==> src/rtl/jtag_scan_pkg.sv <==
package jtag_scan_pkg;
  localparam int unsigned LEAD_W   = 3;
  localparam int unsigned LEAD_MAX = 4;

  typedef enum logic [2:0] {
    ST_IDLE,
    ST_LEAD,
    ST_SHIFT,
    ST_EXIT_UPD,
    ST_EXIT_RTI
  } scan_state_t;

  typedef enum logic [1:0] {
    SQ_IDLE,
    SQ_IR,
    SQ_DR
  } seq_state_t;

  // Navigation patterns, bit 0 issued first
  localparam logic [LEAD_MAX-1:0] PAT_TO_SHIFT_IR = 4'b0011;
  localparam logic [LEAD_MAX-1:0] PAT_TO_SHIFT_DR = 4'b0001;
endpackage

==> src/rtl/jtag_tck_div.sv <==
module jtag_tck_div #(
  parameter int unsigned HALF_DIV = 2
) (
  input  logic clk,
  input  logic rst,
  input  logic en,
  output logic tck,
  output logic rise,
  output logic fall
);
  localparam int unsigned CW = (HALF_DIV > 1) ? $clog2(HALF_DIV) : 1;

  logic [CW-1:0] cnt;
  logic          wrap;

  assign wrap = en && (cnt == CW'(HALF_DIV - 1));
  assign rise = wrap && !tck;
  assign fall = wrap && tck;

  always_ff @(posedge clk) begin
    if (rst || !en) begin
      cnt <= '0;
      tck <= 1'b0;
    end else if (wrap) begin
      cnt <= '0;
      tck <= ~tck;
    end else begin
      cnt <= cnt + 1'b1;
    end
  end
endmodule

==> src/rtl/jtag_scan_shifter.sv <==
module jtag_scan_shifter
  import jtag_scan_pkg::*;
#(
  parameter int unsigned MAX_BITS = 32,
  parameter int unsigned LEN_W    = $clog2(MAX_BITS + 1)
) (
  input  logic                clk,
  input  logic                rst,
  input  logic                go,
  input  logic [MAX_BITS-1:0] req_word,
  input  logic [LEN_W-1:0]    req_len,
  input  logic                req_lsb,
  input  logic                req_no_end,
  input  logic                req_no_idle,
  input  logic [LEAD_W-1:0]   req_lead_n,
  input  logic [LEAD_MAX-1:0] req_lead_pat,
  input  logic                tdo,
  input  logic                rise,
  input  logic                fall,
  output logic                tms,
  output logic                tdi,
  output logic                busy,
  output logic                done,
  output logic [MAX_BITS-1:0] result
);
  scan_state_t         state;
  logic [MAX_BITS-1:0] word, mask_q, top_q, m_in, t_in, shifted;
  logic [LEN_W-1:0]    left;
  logic [LEAD_W-1:0]   lead_left;
  logic [LEAD_MAX-1:0] lead_sr;
  logic                lsb_q, ne_q, ni_q;
  logic                len_ok, accept, first_in, nxt_bit, fin;

  assign m_in     = {MAX_BITS{1'b1}} >> (LEN_W'(MAX_BITS) - req_len);
  assign t_in     = m_in ^ (m_in >> 1);
  assign len_ok   = (req_len != '0) && (req_len <= LEN_W'(MAX_BITS));
  assign accept   = go && (state == ST_IDLE) && len_ok;
  assign first_in = req_lsb ? req_word[0] : |(req_word & t_in);
  assign nxt_bit  = lsb_q ? word[0] : |(word & top_q);
  assign shifted  = lsb_q ? ((word >> 1) | (tdo ? top_q : '0))
                          : (((word << 1) | MAX_BITS'(tdo)) & mask_q);
  assign fin      = fall && (((state == ST_SHIFT) && (left == LEN_W'(1)) && ne_q) ||
                             ((state == ST_EXIT_UPD) && ni_q) ||
                             (state == ST_EXIT_RTI));
  assign busy     = (state != ST_IDLE);

  always_ff @(posedge clk) begin
    if (rst) begin
      state     <= ST_IDLE;
      word      <= '0;
      mask_q    <= '0;
      top_q     <= '0;
      left      <= '0;
      lead_left <= '0;
      lead_sr   <= '0;
      lsb_q     <= 1'b0;
      ne_q      <= 1'b0;
      ni_q      <= 1'b0;
      tms       <= 1'b0;
      tdi       <= 1'b1;
      done      <= 1'b0;
      result    <= '0;
    end else begin
      done <= 1'b0;
      if (fin) begin
        state  <= ST_IDLE;
        done   <= 1'b1;
        result <= word;
        tms    <= 1'b0;
        tdi    <= 1'b1;
      end else begin
        unique case (state)
          ST_IDLE: if (accept) begin
            word   <= req_word & m_in;
            mask_q <= m_in;
            top_q  <= t_in;
            left   <= req_len;
            lsb_q  <= req_lsb;
            ne_q   <= req_no_end;
            ni_q   <= req_no_idle;
            if (req_lead_n != '0) begin
              state     <= ST_LEAD;
              lead_left <= req_lead_n;
              lead_sr   <= req_lead_pat >> 1;
              tms       <= req_lead_pat[0];
              tdi       <= 1'b1;
            end else begin
              state <= ST_SHIFT;
              tms   <= (req_len == LEN_W'(1)) && !req_no_end;
              tdi   <= first_in;
            end
          end
          ST_LEAD: if (fall) begin
            if (lead_left > LEAD_W'(1)) begin
              lead_left <= lead_left - 1'b1;
              tms       <= lead_sr[0];
              lead_sr   <= lead_sr >> 1;
            end else begin
              state <= ST_SHIFT;
              tms   <= (left == LEN_W'(1)) && !ne_q;
              tdi   <= nxt_bit;
            end
          end
          ST_SHIFT: begin
            if (rise) begin
              word <= shifted;
            end else if (fall) begin
              left <= left - 1'b1;
              if (left > LEN_W'(1)) begin
                tdi <= nxt_bit;
                tms <= (left == LEN_W'(2)) && !ne_q;
              end else begin
                tdi   <= 1'b1;
                state <= ST_EXIT_UPD;
                tms   <= 1'b1;
              end
            end
          end
          ST_EXIT_UPD: if (fall) begin
            state <= ST_EXIT_RTI;
            tms   <= 1'b0;
          end
          ST_EXIT_RTI: ;
          default: state <= ST_IDLE;
        endcase
      end
    end
  end
endmodule

==> src/rtl/jtag_idcode_seq.sv <==
module jtag_idcode_seq
  import jtag_scan_pkg::*;
#(
  parameter int unsigned MAX_BITS  = 32,
  parameter int unsigned LEN_W     = $clog2(MAX_BITS + 1),
  parameter int unsigned IR_LEN_W  = 3,
  parameter int unsigned IR_MAX    = 7,
  parameter logic [IR_MAX-1:0] IDCODE_OP = 7'h1E
) (
  input  logic                clk,
  input  logic                rst,
  input  logic                id_start,
  input  logic [IR_LEN_W-1:0] ir_len,
  input  logic                eng_busy,
  input  logic                eng_done,
  input  logic [MAX_BITS-1:0] eng_result,
  output logic                req_go,
  output logic [MAX_BITS-1:0] req_word,
  output logic [LEN_W-1:0]    req_len,
  output logic [LEAD_W-1:0]   req_lead_n,
  output logic [LEAD_MAX-1:0] req_lead_pat,
  output logic                active,
  output logic                id_done,
  output logic [MAX_BITS-1:0] id_code
);
  seq_state_t          state;
  logic [IR_LEN_W-1:0] irl_q;
  logic                in_dr;

  assign in_dr        = (state == SQ_DR);
  assign active       = (state != SQ_IDLE);
  assign req_word     = in_dr ? '0 : MAX_BITS'(IDCODE_OP);
  assign req_len      = in_dr ? LEN_W'(MAX_BITS) : LEN_W'(irl_q);
  assign req_lead_n   = in_dr ? LEAD_W'(3) : LEAD_W'(4);
  assign req_lead_pat = in_dr ? PAT_TO_SHIFT_DR : PAT_TO_SHIFT_IR;

  always_ff @(posedge clk) begin
    if (rst) begin
      state   <= SQ_IDLE;
      irl_q   <= '0;
      req_go  <= 1'b0;
      id_done <= 1'b0;
      id_code <= '0;
    end else begin
      req_go  <= 1'b0;
      id_done <= 1'b0;
      unique case (state)
        SQ_IDLE: if (id_start && !eng_busy) begin
          state  <= SQ_IR;
          irl_q  <= ir_len;
          req_go <= 1'b1;
        end
        SQ_IR: if (eng_done) begin
          state  <= SQ_DR;
          req_go <= 1'b1;
        end
        SQ_DR: if (eng_done) begin
          state   <= SQ_IDLE;
          id_code <= eng_result;
          id_done <= 1'b1;
        end
        default: state <= SQ_IDLE;
      endcase
    end
  end
endmodule

==> src/rtl/jtag_scan_master.sv <==
module jtag_scan_master
  import jtag_scan_pkg::*;
#(
  parameter int unsigned MAX_BITS  = 32,
  parameter int unsigned HALF_DIV  = 2,
  parameter int unsigned IR_LEN_W  = 3,
  parameter int unsigned IR_MAX    = 7,
  parameter logic [IR_MAX-1:0] IDCODE_OP = 7'h1E,
  localparam int unsigned LEN_W    = $clog2(MAX_BITS + 1)
) (
  input  logic                clk,
  input  logic                rst,
  input  logic                start,
  input  logic [MAX_BITS-1:0] shift_word,
  input  logic [LEN_W-1:0]    shift_len,
  input  logic                lsb_first,
  input  logic                no_end,
  input  logic                no_idle,
  input  logic                id_start,
  input  logic [IR_LEN_W-1:0] ir_len,
  input  logic                tdo,
  output logic                tck,
  output logic                tms,
  output logic                tdi,
  output logic                busy,
  output logic                done,
  output logic [MAX_BITS-1:0] result,
  output logic                id_done,
  output logic [MAX_BITS-1:0] id_code
);
  logic                eng_busy, rise, fall, seq_go, seq_active, ext_go, go;
  logic [MAX_BITS-1:0] seq_word, m_word;
  logic [LEN_W-1:0]    seq_len, m_len;
  logic [LEAD_W-1:0]   seq_lead_n, m_lead_n;
  logic [LEAD_MAX-1:0] seq_lead_pat;

  assign ext_go   = start && !id_start && !seq_active;
  assign go       = seq_go || ext_go;
  assign m_word   = seq_active ? seq_word   : shift_word;
  assign m_len    = seq_active ? seq_len    : shift_len;
  assign m_lead_n = seq_active ? seq_lead_n : '0;
  assign busy     = eng_busy || seq_active;

  jtag_tck_div #(.HALF_DIV(HALF_DIV)) u_div (
    .clk(clk), .rst(rst), .en(eng_busy), .tck(tck), .rise(rise), .fall(fall)
  );

  jtag_scan_shifter #(.MAX_BITS(MAX_BITS), .LEN_W(LEN_W)) u_eng (
    .clk(clk), .rst(rst), .go(go),
    .req_word(m_word), .req_len(m_len),
    .req_lsb(seq_active || lsb_first),
    .req_no_end(!seq_active && no_end),
    .req_no_idle(!seq_active && no_idle),
    .req_lead_n(m_lead_n), .req_lead_pat(seq_lead_pat),
    .tdo(tdo), .rise(rise), .fall(fall),
    .tms(tms), .tdi(tdi), .busy(eng_busy), .done(done), .result(result)
  );

  jtag_idcode_seq #(
    .MAX_BITS(MAX_BITS), .LEN_W(LEN_W), .IR_LEN_W(IR_LEN_W),
    .IR_MAX(IR_MAX), .IDCODE_OP(IDCODE_OP)
  ) u_seq (
    .clk(clk), .rst(rst), .id_start(id_start), .ir_len(ir_len),
    .eng_busy(eng_busy), .eng_done(done), .eng_result(result),
    .req_go(seq_go), .req_word(seq_word), .req_len(seq_len),
    .req_lead_n(seq_lead_n), .req_lead_pat(seq_lead_pat),
    .active(seq_active), .id_done(id_done), .id_code(id_code)
  );
endmodule

==> config.mk <==
export PLATFORM = sky130hd
export DESIGN_NAME = jtag_scan_master
export DESIGN_NICKNAME = d
export VERILOG_FILES = /design/src/rtl/jtag_scan_pkg.sv /design/src/rtl/jtag_tck_div.sv /design/src/rtl/jtag_scan_shifter.sv /design/src/rtl/jtag_idcode_seq.sv /design/src/rtl/jtag_scan_master.sv
export SDC_FILE = /design/constraint.sdc
export NUM_CORES = 1
export LEC_CHECK = 0
export BUFFER_PORTS_ARGS = -buffer_cell sky130_fd_sc_hd__buf_2
export CAP_MARGIN = 15
export CORE_UTILIZATION = 39
export CTS_CLUSTER_DIAMETER = 40
export DETAILED_ROUTE_END_ITERATION = 6
export PLACE_DENSITY = 0.56
export SYNTH_ARGS = -nofsm -noshare
export SYNTH_HDL_FRONTEND = slang
export SYNTH_SLANG_ARGS = --single-unit
==> constraint.sdc <==
create_clock -name clk -period 4 [get_ports clk]
set_input_delay 1 -clock clk [delete_from_list [all_inputs] [get_ports clk]]
set_output_delay 1 -clock clk [all_outputs]
set_load 0.01 [all_outputs]
==> impl_results.rst <==
.. list-table::
   :header-rows: 1

   * - Metric
     - Value
   * - Number of buffers between clock root and the deepest sink
     - 2
   * - Antenna diode instance count
     - 0
   * - Clock transition at the registers of the reported paths
     - around 0.080 ns
   * - Critical Path, Cell by Cell
     - buf_2 > or3b_4 > nand2_1 > inv_1 > ha_1 > nand2b_1 > xnor2_1 > a222oi_1 > nor3b_2 > o21ai_1 > a31o_1 > a2111oi_2 > a2bb2oi_1
   * - Cts bufs inserted
     - 17
   * - Crit start category
     - input port
   * - Leakage power figure
     - between 3 and 4 nW
   * - Post-CTS setup buffer count
     - 0
   * - RSZ-0062 raised after global routing
     - no
   * - Die extent in y
     - ~160 um
   * - Fraction of registers with async set or reset after synthesis
     - 0%
   * - Floorplan core area
     - 22,800 um^2
   * - Pwr dens
     - between 400 and 500 nW/um^2
   * - Wire length reported by the detailed router
     - ~34 mm
   * - Fraction of layout cells with a size suffix above 1
     - 16.3%
   * - Number of max-slew violations in the final report
     - 0
   * - TritonCTS clock tree
     - yes
   * - CTS root buffer
     - sky130_fd_sc_hd__clkbuf_16
   * - Cell variety after synth
     - 80
   * - Width of the die
     - 155 um
   * - H-Tree Depth
     - 4
   * - Router iterations before antenna repair
     - 6
   * - Pin count of the biggest net entering global routing
     - approximately 180
   * - Overall Global Routing Usage
     - between 20% and 30%
   * - Per-cell via count in the routed design
     - 5.83
   * - Number of nets with antenna violations after routing
     - 0
   * - Number of failing setup endpoints in the final timing report
     - 0
   * - Port Buf Inserts
     - approximately 120
   * - Util after Layout
     - between 40% and 50%
   * - Worst IR Drop VDD
     - ~0.29 mV
   * - Number of I/O pins
     - approximately 120
   * - Number of DRC markers after the initial detailed-route iteration
     - ~1,200
   * - Endpoint kind of the worst setup timing path
     - flip-flop
   * - Status
     - complete, no violations
   * - Max Clk Rate
     - 289 MHz
   * - Hold Violations, Final
     - 0
   * - Clock Skew
     - about 0.012 ns
   * - Number of enable flip-flop cells after synthesis
     - 0
   * - Summed negative setup slack over all endpoints
     - 0 ns
   * - Commonest register cell after synthesis
     - sky130_fd_sc_hd__dfxtp_1
   * - CP max stage cell
     - sky130_fd_sc_hd__ha_1
   * - Crit path max fanout
     - 9
   * - Data required time of the critical path
     - 4.32 ns
   * - Sum of net half-perimeters after detailed placement
     - approximately 23 mm
   * - Number of resized instances in the post-cts repair step
     - 0
   * - Worst Max-Slew Pin Slew
     - around 1.0 ns
   * - Initial antenna violation count
     - 0
   * - Total number of vias
     - 9,410
   * - Worst path max stage delay
     - between 0.4 and 0.5 ns
   * - Last weighted congestion value of the routability-driven placer
     - between 0.9 and 1
   * - Worst path arrival time
     - 3.78 ns
   * - Crit path kind
     - input port to flip-flop
   * - Standard-cell rows
     - 55
   * - Relative area change from synthesis to final layout
     - 16.7%
   * - Syn nets
     - ~1,300
   * - Global-route wire length before repair
     - approximately 51 mm
   * - Worst-skew pair later-pin latency
     - about 0.44 ns
   * - Maxcap violations
     - 0
   * - CTS Hold Bufs
     - 0
   * - Routed length per instance
     - roughly 21 um
   * - Avg Synthesized Cell Area
     - between 7 and 8 um^2
   * - Sequential area share after synthesis
     - slightly above 40%
   * - Clock Sinks
     - approximately 190
   * - #FFs+latches synth
     - approximately 190
   * - Share of the clock period used by the worst path
     - between 80% and 90%
   * - Min Clock Period, post-route
     - 3.46 ns
   * - Netlist area before placement
     - ~9000 um^2
   * - Cell count after synthesis
     - 1,210
   * - Count of unresolved DRC violations after routing
     - 0
   * - Overall die area
     - 24,200 um^2
   * - Number of global-route vias before repair
     - 8,488
   * - Worst relative slew slack
     - between 30% and 40%
   * - Number of nets at the end of the flow
     - roughly 1,300
   * - Final global-route overflow total
     - 0
   * - Starting utilization of the core area
     - between 40% and 50%
   * - Number of warnings reported in the yosys synthesis log
     - 0
   * - Hold crit path type
     - flip-flop to flip-flop
   * - Power, Total
     - ~5.3 mW
==> Yosys cell counts, types with 8 or more instances <==
cell	n	share of area, %
sky130_fd_sc_hd__dfxtp_1	187	41
sky130_fd_sc_hd__nand3_1	69	3.8
sky130_fd_sc_hd__nor2_1	122	5.0
sky130_fd_sc_hd__ha_1	10	1.4
sky130_fd_sc_hd__a22oi_1	42	3.4
sky130_fd_sc_hd__a21oi_1	164	8.9
sky130_fd_sc_hd__nor3_1	19	1.0
sky130_fd_sc_hd__nand4_1	11	0.75
sky130_fd_sc_hd__nor2b_1	8	0.55
sky130_fd_sc_hd__a32oi_1	15	1.4
sky130_fd_sc_hd__clkbuf_1	70	2.9
sky130_fd_sc_hd__a211oi_1	24	2.0
sky130_fd_sc_hd__nand2_1	227	9.3
sky130_fd_sc_hd__inv_1	11	0.45
sky130_fd_sc_hd__mux2i_1	8	0.87
sky130_fd_sc_hd__o21ai_0	58	3.2
sky130_fd_sc_hd__buf_2	14	0.76
==> layout by cell type (no fill, tap or decap), types with 4 or more instances in the layout <==
master	synthesis	final
sky130_fd_sc_hd__inv_1	11	11
sky130_fd_sc_hd__nor2_1	122	122
sky130_fd_sc_hd__or3_1	4	4
sky130_fd_sc_hd__mux2i_1	8	7
sky130_fd_sc_hd__and2_1	6	6
sky130_fd_sc_hd__buf_4	2	31
sky130_fd_sc_hd__inv_8	0	4
sky130_fd_sc_hd__a221oi_1	6	6
sky130_fd_sc_hd__o21ai_0	58	58
sky130_fd_sc_hd__and3_1	4	4
sky130_fd_sc_hd__o211ai_1	4	4
sky130_fd_sc_hd__a31oi_1	5	4
sky130_fd_sc_hd__nor3b_1	5	5
sky130_fd_sc_hd__o21a_1	5	4
sky130_fd_sc_hd__nand4_1	11	11
sky130_fd_sc_hd__nor4_1	5	5
sky130_fd_sc_hd__nand3_1	69	69
sky130_fd_sc_hd__o22ai_1	4	4
sky130_fd_sc_hd__nor2b_1	8	8
sky130_fd_sc_hd__xnor2_1	6	6
sky130_fd_sc_hd__clkbuf_16	0	17
sky130_fd_sc_hd__buf_2	14	117
sky130_fd_sc_hd__o221ai_1	4	4
sky130_fd_sc_hd__nand2_1	227	227
sky130_fd_sc_hd__ha_1	10	10
sky130_fd_sc_hd__a211oi_1	24	24
sky130_fd_sc_hd__a32oi_1	15	15
sky130_fd_sc_hd__a311oi_1	7	7
sky130_fd_sc_hd__a22oi_1	42	42
sky130_fd_sc_hd__nor3_1	19	19
sky130_fd_sc_hd__nand2b_1	7	7
sky130_fd_sc_hd__a21oi_1	164	164
sky130_fd_sc_hd__dfxtp_1	187	187
==> flip-flops by register name, summed over array words and instances, names as in the netlist, 2 cells and up <==
signal / cells
u_eng.mask_q: 32
u_seq.id_code: 32
u_eng.state: 3
u_seq.state: 2
u_eng.lead_left: 3
u_eng.word: 32
u_eng.left: 6
u_eng.top_q: 31
u_seq.irl_q: 3
u_eng.result: 32
==> worst paths after layout <==
kind                                         from           endpoint  slack (ns)  cells past startpoint
worst min register to register  u_seq.id_code[14]  u_seq.id_code[14]        0.45                      2
worst max register to register     u_seq.state[0]          u_eng.tdi        0.58                     13
worst max-delay path                 shift_len[2]          u_eng.tdi        0.54                     13
worst min-delay path            u_seq.id_code[14]  u_seq.id_code[14]        0.45                      2
==> area by class of cell <==
| class | count | area [um^2] |
|---|---|---|
| well taps | 313 | 392 |
| clock inverters | 15 | 203 |
| repair buffers | 152 | 890 |
| multi-input cells | 918 | 5010 |
| clock buffers | 17 | 425 |
| flip-flops and latches | 187 | 3740 |
| fillers | 2419 | 12100 |
| inverters | 12 | 45.0 |
==> cells by family (layout without fill, tap and decap cells) <==
family	after synthesis	count (layout)	share of synthesized area (%)
and+or+nand+nor	513	513	25.2
DFF	187	187	40.8
AOI/OAI and AO/OA	375	375	25.7
xor gates and xnor gates	10	10	1.04
buffers and inverters	105	196	4.89
muxes	10	10	1.12
adders and majority gates	10	10	1.36
==> routing by layer <==
| metal | track usage, % | vias to the layer above | wire (um) |
|---|---|---|---|
| li1 | - | 4476 | - |
| met1 | 40.8 | 4403 | 15700 |
| met2 | 40.0 | 475 | 14000 |
| met3 | 5.88 | 56 | 2990 |
| met4 | 9.48 | 0 | 867 |
| met5 | 0 | - | 0 |
==> report_power, final <==
| part | internal [mW] | switching (mW) | total [mW] |
|---|---|---|---|
| Sequential | 1.97 | 0.179 | 2.15 |
| Clock | 0.959 | 0.859 | 1.82 |
| Combinational | 0.439 | 0.890 | 1.33 |
==> critical path: cells and delay by family <==
family,cells,cell delay [ns]
fa+ha+maj,1,0.41
compound gates,5,1.02
xor+xnor,1,0.18
buf+inv,2,0.17
simple gates,4,0.98
==> through the flow <==
step	hold slack [ns]	setup WS, ns	area [um^2]	std cells
after floorplan	0.432	0.338	9180	1210
after global placement	0.438	0.180	10100	1581
after detailed placement	0.444	0.139	10100	1581
after CTS	0.455	0.598	10700	1613
after global routing	0.467	0.323	10700	1614
final	0.452	0.544	10700	1614
Power figures use the tool's default switching activity.
